File: src/rtl/nan_prop_pkg.sv
// Shared definitions for the NaN result selector.
// Assumes the style code is two bits wide; code 3 is reserved and aliases code 0.
package nan_prop_pkg;
    typedef enum logic [1:0] {
        SEL_ORDERED = 2'd0,
        SEL_FIRST   = 2'd1,
        SEL_MAG     = 2'd2,
        SEL_ALT     = 2'd3
    } nan_style_e;
endpackage

File: src/rtl/nan_classify.sv
// Sorts one floating-point word into quiet NaN, signaling NaN or neither.
// Assumes IEEE field order: sign, exponent, fraction (MSB first).
module nan_classify #(
    parameter int EXP_W     = 8,
    parameter int FRAC_W    = 23,
    parameter bit INV_QUIET = 1'b0,
    localparam int W        = 1 + EXP_W + FRAC_W
) (
    input  logic [W-1:0] value,
    output logic         is_quiet,
    output logic         is_sig
);
    logic exp_ones;
    logic top_bit;
    logic low_nz;

    // Split fields and apply the polarity chosen by INV_QUIET.
    always_comb begin
        exp_ones = &value[W-2:FRAC_W];
        top_bit  = value[FRAC_W-1];
        low_nz   = |value[FRAC_W-2:0];
        if (INV_QUIET) begin
            is_sig   = exp_ones & top_bit;
            is_quiet = exp_ones & ~top_bit & low_nz;
        end else begin
            is_quiet = exp_ones & top_bit;
            is_sig   = exp_ones & ~top_bit & low_nz;
        end
    end
endmodule

File: src/rtl/nan_pick.sv
// Chooses which operand's NaN to propagate under the selected style.
// Assumes the class flags come from nan_classify; the output means "take B".
module nan_pick
    import nan_prop_pkg::*;
#(
    parameter int W = 32
) (
    input  logic [1:0]   style,
    input  logic [W-1:0] a,
    input  logic [W-1:0] b,
    input  logic         a_q,
    input  logic         a_s,
    input  logic         b_q,
    input  logic         b_s,
    output logic         take_b
);
    logic a_wins_mag;

    // Magnitude comparison without sign, full-value tie-break favouring smaller A.
    always_comb begin
        if (a[W-2:0] != b[W-2:0]) a_wins_mag = a[W-2:0] > b[W-2:0];
        else                      a_wins_mag = a < b;
    end

    // Priority rule per style.
    always_comb begin
        unique case (nan_style_e'(style))
            SEL_FIRST: take_b = ~(a_q | a_s);
            SEL_MAG: begin
                if (a_s)      take_b = b_s ? ~a_wins_mag : b_q;
                else if (a_q) take_b = b_q ? ~a_wins_mag : 1'b0;
                else          take_b = 1'b1;
            end
            default: begin
                if (a_s)      take_b = 1'b0;
                else if (b_s) take_b = 1'b1;
                else          take_b = ~a_q;
            end
        endcase
    end
endmodule

File: src/rtl/nan_prop_sel.sv
// Top: classifies both operands, picks a NaN, silences it, applies default mode,
// and optionally registers the outputs. Assumes at least one operand is a NaN;
// flags the other case on misuse.
module nan_prop_sel
    import nan_prop_pkg::*;
#(
    parameter int EXP_W     = 8,
    parameter int FRAC_W    = 23,
    parameter bit INV_QUIET = 1'b0,
    parameter bit REG_OUT   = 1'b1,
    localparam int W        = 1 + EXP_W + FRAC_W
) (
    input  logic         clk,
    input  logic         rst_n,
    input  logic         in_valid,
    input  logic [W-1:0] op_a,
    input  logic [W-1:0] op_b,
    input  logic [1:0]   style,
    input  logic         dflt_mode,
    output logic         out_valid,
    output logic [W-1:0] result,
    output logic         invalid,
    output logic         misuse
);
    localparam logic [W-1:0] QBIT   = W'(1) << (FRAC_W - 1);
    localparam logic [W-1:0] DN_POS = {1'b0, {EXP_W{1'b1}}, 1'b1, {(FRAC_W-1){1'b0}}};
    localparam logic [W-1:0] DN_NEG = {1'b1, {EXP_W{1'b1}}, 1'b1, {(FRAC_W-1){1'b0}}};
    localparam logic [W-1:0] DN_INV = {1'b0, {EXP_W{1'b1}}, 1'b0, {(FRAC_W-1){1'b1}}};

    logic [W-1:0] ops [2];
    logic [1:0]   op_q;
    logic [1:0]   op_s;
    logic         take_b;
    logic [W-1:0] chosen;
    logic         chosen_sig;
    logic [W-1:0] dn;
    logic [W-1:0] nxt_res;
    logic         nxt_inv;
    logic         nxt_mis;

    assign ops[0] = op_a;
    assign ops[1] = op_b;

    // One classifier per operand.
    for (genvar i = 0; i < 2; i++) begin : g_cls
        nan_classify #(.EXP_W(EXP_W), .FRAC_W(FRAC_W), .INV_QUIET(INV_QUIET)) u_cls (
            .value    (ops[i]),
            .is_quiet (op_q[i]),
            .is_sig   (op_s[i])
        );
    end

    nan_pick #(.W(W)) u_pick (
        .style  (style),
        .a      (op_a),
        .b      (op_b),
        .a_q    (op_q[0]),
        .a_s    (op_s[0]),
        .b_q    (op_q[1]),
        .b_s    (op_s[1]),
        .take_b (take_b)
    );

    // Default NaN pattern for the polarity and style.
    always_comb begin
        if (INV_QUIET)                          dn = DN_INV;
        else if (nan_style_e'(style) == SEL_MAG) dn = DN_NEG;
        else                                    dn = DN_POS;
    end

    // Silence the chosen operand and form the flags.
    always_comb begin
        chosen     = take_b ? op_b : op_a;
        chosen_sig = take_b ? op_s[1] : op_s[0];
        if (dflt_mode)       nxt_res = dn;
        else if (chosen_sig) nxt_res = INV_QUIET ? dn : (chosen | QBIT);
        else                 nxt_res = chosen;
        nxt_inv = |op_s;
        nxt_mis = ~(|op_s | |op_q);
    end

    if (REG_OUT) begin : g_reg
        logic r_q;
        logic r_s;

        // Output register, loaded on in_valid, synchronous active-low reset.
        always_ff @(posedge clk) begin
            if (!rst_n) begin
                out_valid <= 1'b0;
                result    <= '0;
                invalid   <= 1'b0;
                misuse    <= 1'b0;
            end else begin
                out_valid <= in_valid;
                if (in_valid) begin
                    result  <= nxt_res;
                    invalid <= nxt_inv;
                    misuse  <= nxt_mis;
                end
            end
        end

        nan_classify #(.EXP_W(EXP_W), .FRAC_W(FRAC_W), .INV_QUIET(INV_QUIET)) u_res_cls (
            .value    (result),
            .is_quiet (r_q),
            .is_sig   (r_s)
        );


        valid_follow_chk: assert property (@(posedge clk) disable iff (!rst_n)
            in_valid |=> out_valid);

        invalid_raise_chk: assert property (@(posedge clk) disable iff (!rst_n)
            (in_valid && (op_s != 2'b00)) |=> invalid);

        quiet_out_chk: assert property (@(posedge clk) disable iff (!rst_n)
            (out_valid && !misuse) |-> (r_q && !r_s));

        dflt_nan_chk: assert property (@(posedge clk) disable iff (!rst_n)
            (in_valid && dflt_mode) |=> (&result[W-2:FRAC_W]));

        misuse_flag_chk: assert property (@(posedge clk) disable iff (!rst_n)
            (out_valid && misuse) |-> !invalid);
    end else begin : g_comb
        assign out_valid = in_valid;
        assign result    = nxt_res;
        assign invalid   = nxt_inv;
        assign misuse    = nxt_mis;
    end
endmodule

File: config.mk
export PLATFORM = sky130hd
export DESIGN_NAME = nan_prop_sel
export DESIGN_NICKNAME = d
export VERILOG_FILES = /design/src/rtl/nan_prop_pkg.sv /design/src/rtl/nan_classify.sv /design/src/rtl/nan_pick.sv /design/src/rtl/nan_prop_sel.sv
export SDC_FILE = /design/constraint.sdc
export NUM_CORES = 1
export LEC_CHECK = 0
export ABC_AREA = 0
export BUFFER_PORTS_ARGS = -buffer_cell sky130_fd_sc_hd__buf_2
export CAP_MARGIN = 20
export CORE_AREA = 2 2 93 95
export DETAILED_ROUTE_END_ITERATION = 12
export DIE_AREA = 0 0 95 97
export GPL_ROUTABILITY_DRIVEN = 0
export PLACE_DENSITY = 0.61
export REMOVE_ABC_BUFFERS = 1
export SLEW_MARGIN = 20
export SYNTH_ARGS = -nofsm -noshare
export SYNTH_HDL_FRONTEND = slang
export SYNTH_SLANG_ARGS = --single-unit
File: constraint.sdc
create_clock -name clk -period 5 [get_ports clk]
set_clock_uncertainty 0.2 [all_clocks]
set_input_delay 0.5 -clock clk [delete_from_list [all_inputs] [get_ports clk]]
set_output_delay 0.5 -clock clk [all_outputs]
set_load 0.05 [all_outputs]
==> summary.txt, run 1 <==
Yosys
  • Yosys warning count: 0
  • Flop and latch count out of synthesis: 35
  • Yosys top cell by area: dfxtp_1
  • Synth async-reset ratio: 0%
  • Mapped Cells: 362
  • Number of enable flip-flop cells after synthesis: 0
  • Synth top area cells: dfxtp_1 (25%), ha_1 (15%), a311o_1 (8.2%), a21oi_1 (7.3%), and2_1 (5.6%)
  • Top cell type's share of synthesized area: 25.0%
  • Mean Syn Cell Area: 7.75 um^2
  • Synthesized area: 2810 um^2
  • Synth cell types: 41
  • Register area share after synthesis: 25.0%
  • Ys flop type: dfxtp_1

Setup path
  • CP max FO: 24
  • CP Launch Type: primary input
  • Slowest Stage Delay on Critical Path: 0.49 ns
  • Setup CP Type: primary input to register
  • Cell family with the largest share of critical-path delay: compound AO/OA/AOI/OAI gates
  • CP required: 4.98 ns
  • R2R Path Start: result[0]$_SDFFE_PN0P_
  • WP buf/inv: 2
  • CP arrival: 3.20 ns
  • Worst R2R Path Depth: 2
  • CP Cell Sequence: buf_2 > inv_1 > ha_1 > and3_4 > a221o_1 > a221oi_2 > o21ai_1 > a31oi_1 > o211ai_2 > and2_1 > a311o_1
  • R2R Setup Slk: 3.93 ns
  • CP endpoint kind: register
  • R2r endpoint: result[0]$_SDFFE_PN0P_
  • Crit-path slowest cell: and2_1

CTS
  • Worst skew pair latency: 0.29 ns
  • Root Buffer: clkbuf_8
  • Postcts setup bufs: 0
  • TritonCTS clock tree: yes
  • CTS Hold Bufs: 0
  • Post-CTS sizing: 0
  • H-tree depth: 2
  • Max Buffers Root-to-Sink: 2
  • Sink Count: 35
  • CTS clk-pin slew, worst paths: 0.08 ns
  • Clock buffer count from CTS: 5

Min path
  • HP Class: primary input to register
  • Hold Path End: result[8]$_SDFFE_PN0P_
  • Hold Path Origin: op_a[8]
  • Worst hold stages: 2

Global routing
  • Largest net degree at the start of global routing: 47
  • Met3 Usage GRT: 4.44%
  • Met2 global-route usage: 29.6%
  • First-pass GRT wire length: 13400 um
  • Initial antenna violation count: 0
  • GRT busiest layer: met2
  • Vias in the first global route: 2784
  • M1 GR Usage: 24.7%
  • GRT overflow: 0
  • GRT Total Usage: 18.2%

Routing
  • Initial DRC count: 97
  • DR WL/cell: 15.2 um
  • Via count: 3014
  • Total wire length: 8540 um
  • ANT nets after route: 0
  • Vias per cell: 5.36
  • DRC Markers: 0
  • Drt pass-1 iters: 4

STA
  • Fmax: 311 MHz
  • Worst-Margin Slew: 1.01 ns
  • Max-slew headroom: 32.9%
  • Final setup viols: 0
  • RSZ-0062 raised after global routing: no
  • Fin crit share: 64.3%
  • Hold_ws: 0.279 ns
  • Fin crit period: 3.21 ns
  • Max-slew violations: 0
  • Setup TNS: 0 ns
  • Hold Vio Cnt, Final: 0

Layout
  • Layout cell share with drive strength beyond 1: 26.5%
  • P&R area growth vs syn: 24.3%
  • # diodes: 0
  • Nets@finish: 560
  • Area of the multi-input gates: 1870 um^2
  • Fillers: 853
  • Register Area: 701 um^2

Die
  • FP Rows: 33
  • Die width: 95 um
  • Die ar.: 9220 um^2
  • Core area: 8130 um^2
  • Die Height: 97 um
  • Starting Density: 34.5%
  • Top-level I/O count: 105

Power and ir drop
  • Peak supply drop: 0.106 mV
  • Power density cells: 231 nW/um^2
  • Leakage: 1.73 nW

Status
  • Outcome: completed

Placed design
  • I/O Buffers: 104
  • DP HPWL: 6490 um

Flow run
  • Max-cap violations: 0
==> through the flow <==
stage                     utilization (%)  std cells  power (mW)  cell area (um^2)  setup slack, ns
after global placement               41.6        554       0.570              3390             1.56
after global routing                 42.9        562       0.849              3490             1.64
after floorplan                         -        341       0.477              2710             1.35
final                                42.9        562       0.806              3490             1.79
after CTS                            42.9        562       0.809              3490             1.80
after detailed placement             41.6        554       0.572              3390             1.51
==> sequential cells by signal (all words and copies together) (netlist names) <==
signal     flops
misuse         1
invalid        1
result        32
out_valid      1
==> cells in the mapped netlist (2+ instances only) <==
master    instances
nand3_1          17
dfxtp_1          35
nor2_1            7
a21o_1           11
and3_1            4
o21ai_0          12
nor2b_1           4
ha_1             34
clkbuf_1         18
buf_6             3
a21oi_1          41
and2_1           25
inv_1            35
nor4_1           11
o211ai_1          2
nor3_1            3
a31oi_1          11
o21ai_1           3
nand2_1          35
nand4_1           8
a311o_1          23
==> placed cells by master (no fill, tap or decap), types with 4 or more instances in the layout <==
master / instances
buf_2: 104
a21oi_1: 41
inv_1: 35
nand2_1: 35
dfxtp_1: 35
ha_1: 34
and2_1: 25
a311o_1: 23
nand3_1: 17
o21ai_0: 12
nor4_1: 11
a31oi_1: 11
a21o_1: 11
nand4_1: 8
nor2_1: 7
clkbuf_8: 7
nor2b_1: 4
and3_1: 4
buf_4: 4
==> per-layer routing <==
| metal | vias to the layer above | wire (um) |
|---|---|---|
| li1 | 1513 | - |
| met1 | 1388 | 3980 |
| met2 | 109 | 3890 |
| met3 | 4 | 626 |
| met4 | 0 | 38 |
| met5 | - | 0 |
==> cells by family after synthesis <==
logic type	share of synthesized area (%)
DFF	25.0
muxes	0.357
AOI/OAI and AO/OA	28.2
buffers and inverters	8.29
and+or+nand+nor	23.0
adders and majority gates	15.2
==> area by class of cell <==
type                            instances  share of cell area [%]
Clock buffer                            8                    2.87
Inverter                               35                    3.77
Multi-Input combinational cell        271                    53.7
Sequential cell                        35                    20.1
Tap cell                              105                    3.77
Timing Repair Buffer                  108                    15.8
==> worst max path at each step <==
stage	startpoint	cells past startpoint	slack (ns)	to
final	op_b[22]	11	1.79	result[11]$_SDFFE_PN0P_
after global routing	op_b[22]	11	1.64	result[12]$_SDFFE_PN0P_
after CTS	op_b[22]	11	1.80	result[4]$_SDFFE_PN0P_
after detailed placement	op_b[22]	11	1.51	result[11]$_SDFFE_PN0P_
after global placement	op_b[21]	11	1.56	result[21]$_SDFFE_PN0P_
after floorplan	op_b[21]	10	1.35	result[0]$_SDFFE_PN0P_
==> where the power goes <==
part           leakage (nW)  internal, mW  switching [mW]
Combinational          1.39        0.0891           0.174
Clock                0.0515         0.126           0.113
Sequential            0.288         0.296         0.00749
No activity file was read; power rests on OpenSTA's default activity.
==> run 2: changes to the inputs <==
==> constraint.sdc (replaced) <==
create_clock -name clk -period 3.1 [get_ports clk]
set_clock_uncertainty 0.2 [all_clocks]
set_input_delay 0.31 -clock clk [delete_from_list [all_inputs] [get_ports clk]]
set_output_delay 0.31 -clock clk [all_outputs]
set_load 0.05 [all_outputs]
==> run 2 against run 1 <==
Effect of this change:
- sequential power rose by 62%
- design area is 2.2% higher
- sequential share of layout area shrank 0.44 points
- cell count is 1.2% higher
- combinational power rose by 69%
- global-route usage up 0.29 points
- wire length rose by 1.7%
- die area unchanged
- critical path depth unchanged
- critical endpoint is now result[2]$_SDFFE_PN0P_
- largest cell class unchanged
- largest power group unchanged
==> summary.txt, run 2 (same netlist as run 1, synthesis figures left out) <==
Status
  • Outcome: completed

Routing
  • DRC Markers: 0
  • Via count: 3054
  • Total wire length: 8690 um
  • DR WL/cell: 15.3 um
  • Initial DRC count: 156
  • Drt pass-1 iters: 4
  • Vias per cell: 5.37
  • ANT nets after route: 0

Power and ir drop
  • Overall power: 1.25 mW
  • Sw Ratio: 37.0%
  • Peak supply drop: 0.170 mV
  • Net Switching: 462 uW
  • Clock share of power: 25.1%
  • Sequential share of power: 39.3%
  • Leakage: 1.77 nW
  • Power density cells: 350 nW/um^2
  • Power Internal: 788 uW
  • Comb pwr share: 35.6%

Placed design
  • DP HPWL: 6820 um
  • I/O Buffers: 104
  • Placed cell count: 563
  • Placed Area: 3490 um^2

Layout
  • Post-route cell area: 3560 um^2
  • # diodes: 0
  • Layout cell share with drive strength beyond 1: 27.6%
  • Final core utilization: 43.8%
  • P&R area growth vs syn: 27.0%
  • Fillers: 864
  • Post-route non-filler standard cell count: 569
  • Nets@finish: 569
  • Commonest non-fill, non-tap cell in the layout: buf_2
  • Max reg flops: 32
  • Commonest cells after routing, fill and taps aside: buf_2 (104), a21oi_1 (41), inv_1 (35), nand2_1 (35), dfxtp_1 (35)
  • Largest Register: result

Die
  • FP Rows: 33
  • Die ar.: 9220 um^2
  • Die width: 95 um
  • Top-level I/O count: 105
  • Starting Density: 34.5%
  • Core area: 8130 um^2
  • Die Height: 97 um

STA
  • Max-slew violations: 0
  • Fin crit share: 91.7%
  • Worst-Margin Slew: 0.747 ns
  • RSZ-0062 raised after global routing: no
  • Fin crit period: 2.84 ns
  • Final setup viols: 0
  • Setup TNS: 0 ns
  • Fmax: 352 MHz
  • Max-slew headroom: 50.2%
  • Hold Vio Cnt, Final: 0

Setup path
  • WP buf/inv: 2
  • Cell family with the largest share of critical-path delay: compound AO/OA/AOI/OAI gates
  • CP max FO: 7
  • Setup CP Type: primary input to register
  • Slowest Stage Delay on Critical Path: 0.38 ns
  • CP required: 3.08 ns
  • CP arrival: 2.82 ns
  • CP Cell Sequence: buf_2 > ha_1 > and3_4 > a221o_1 > a221oi_2 > o21ai_1 > a31oi_1 > o211ai_2 > and2_1 > buf_4 > a311o_1
  • CP endpoint kind: register
  • CP Launch Type: primary input
  • Crit-path slowest cell: a221o_1

CTS
  • Postcts setup bufs: 0
  • CTS clk-pin slew, worst paths: 0.07 ns
  • Root Buffer: clkbuf_8
  • CTS Hold Bufs: 0
  • Clock buffer count from CTS: 5
  • Max Buffers Root-to-Sink: 2
  • Post-CTS sizing: 0
  • Worst skew pair latency: 0.29 ns
  • H-tree depth: 2
  • Sink Count: 35
  • TritonCTS clock tree: yes

Global routing
  • Vias in the first global route: 2874
  • First-pass GRT wire length: 13700 um
  • Largest net degree at the start of global routing: 41
  • Initial antenna violation count: 0
  • GRT overflow: 0
  • GRT Total Usage: 18.5%

Min path
  • HP Class: primary input to register

Flow run
  • Max-cap violations: 0
-- run 2: changes by cell type in the layout (fill, tap and decap cells not counted), sizes merged --
cell / before / now
clkbuf: 8 / 6
buf: 108 / 117
-- run 2: power by group through the flow --
stage / Clock [mW] / Combinational [mW] / Sequential (mW)
final: 0.314 / 0.445 / 0.491
after global routing: 0.344 / 0.487 / 0.493
after CTS: 0.328 / 0.446 / 0.491
after detailed placement: 0 / 0.444 / 0.501
after global placement: 0 / 0.440 / 0.500
after floorplan: 0 / 0.170 / 0.600
-- run 2: worst paths after layout --
check	slack [ns]	from	cells past startpoint	end
setup / recovery	0.26	op_a[21]	11	result[2]$_SDFFE_PN0P_
hold / removal	0.1	op_a[18]	2	result[18]$_SDFFE_PN0P_
setup reg to reg	2.01	result[31]$_SDFFE_PN0P_	3	result[31]$_SDFFE_PN0P_
hold reg to reg	0.33	misuse$_SDFFE_PN0P_	2	misuse$_SDFFE_PN0P_
-- run 2: metrics by stage --
stage,hold WS (ns),setup WS (ns)
after floorplan,0.199,-0.356
after global routing,0.0961,0.165
final,0.0958,0.259
after detailed placement,0.312,0.00320
after global placement,0.306,0.0800
after CTS,0.0934,0.302
-- run 2: final cells by class --
type / count / area, um^2 / share of cell area (%)
multi-input cells: 271 / 1870 / 52.5
flip-flops and latches: 35 / 701 / 19.7
repair buffers: 117 / 656 / 18.4
inverters: 35 / 131 / 3.69
well taps: 105 / 131 / 3.69
clock buffers: 6 / 72.6 / 2.04
-- run 2: layer usage --
layer  part of all wire, %  global-route usage (%)  vias up  wire [um]
met3                   7.5                    3.97        8        648
met5                     0                       0        -          0
met4                   1.0                    4.12        0         91
met2                    45                    30.2      120       3900
li1                      -                       -     1531          -
met1                    47                    24.9     1395       4050
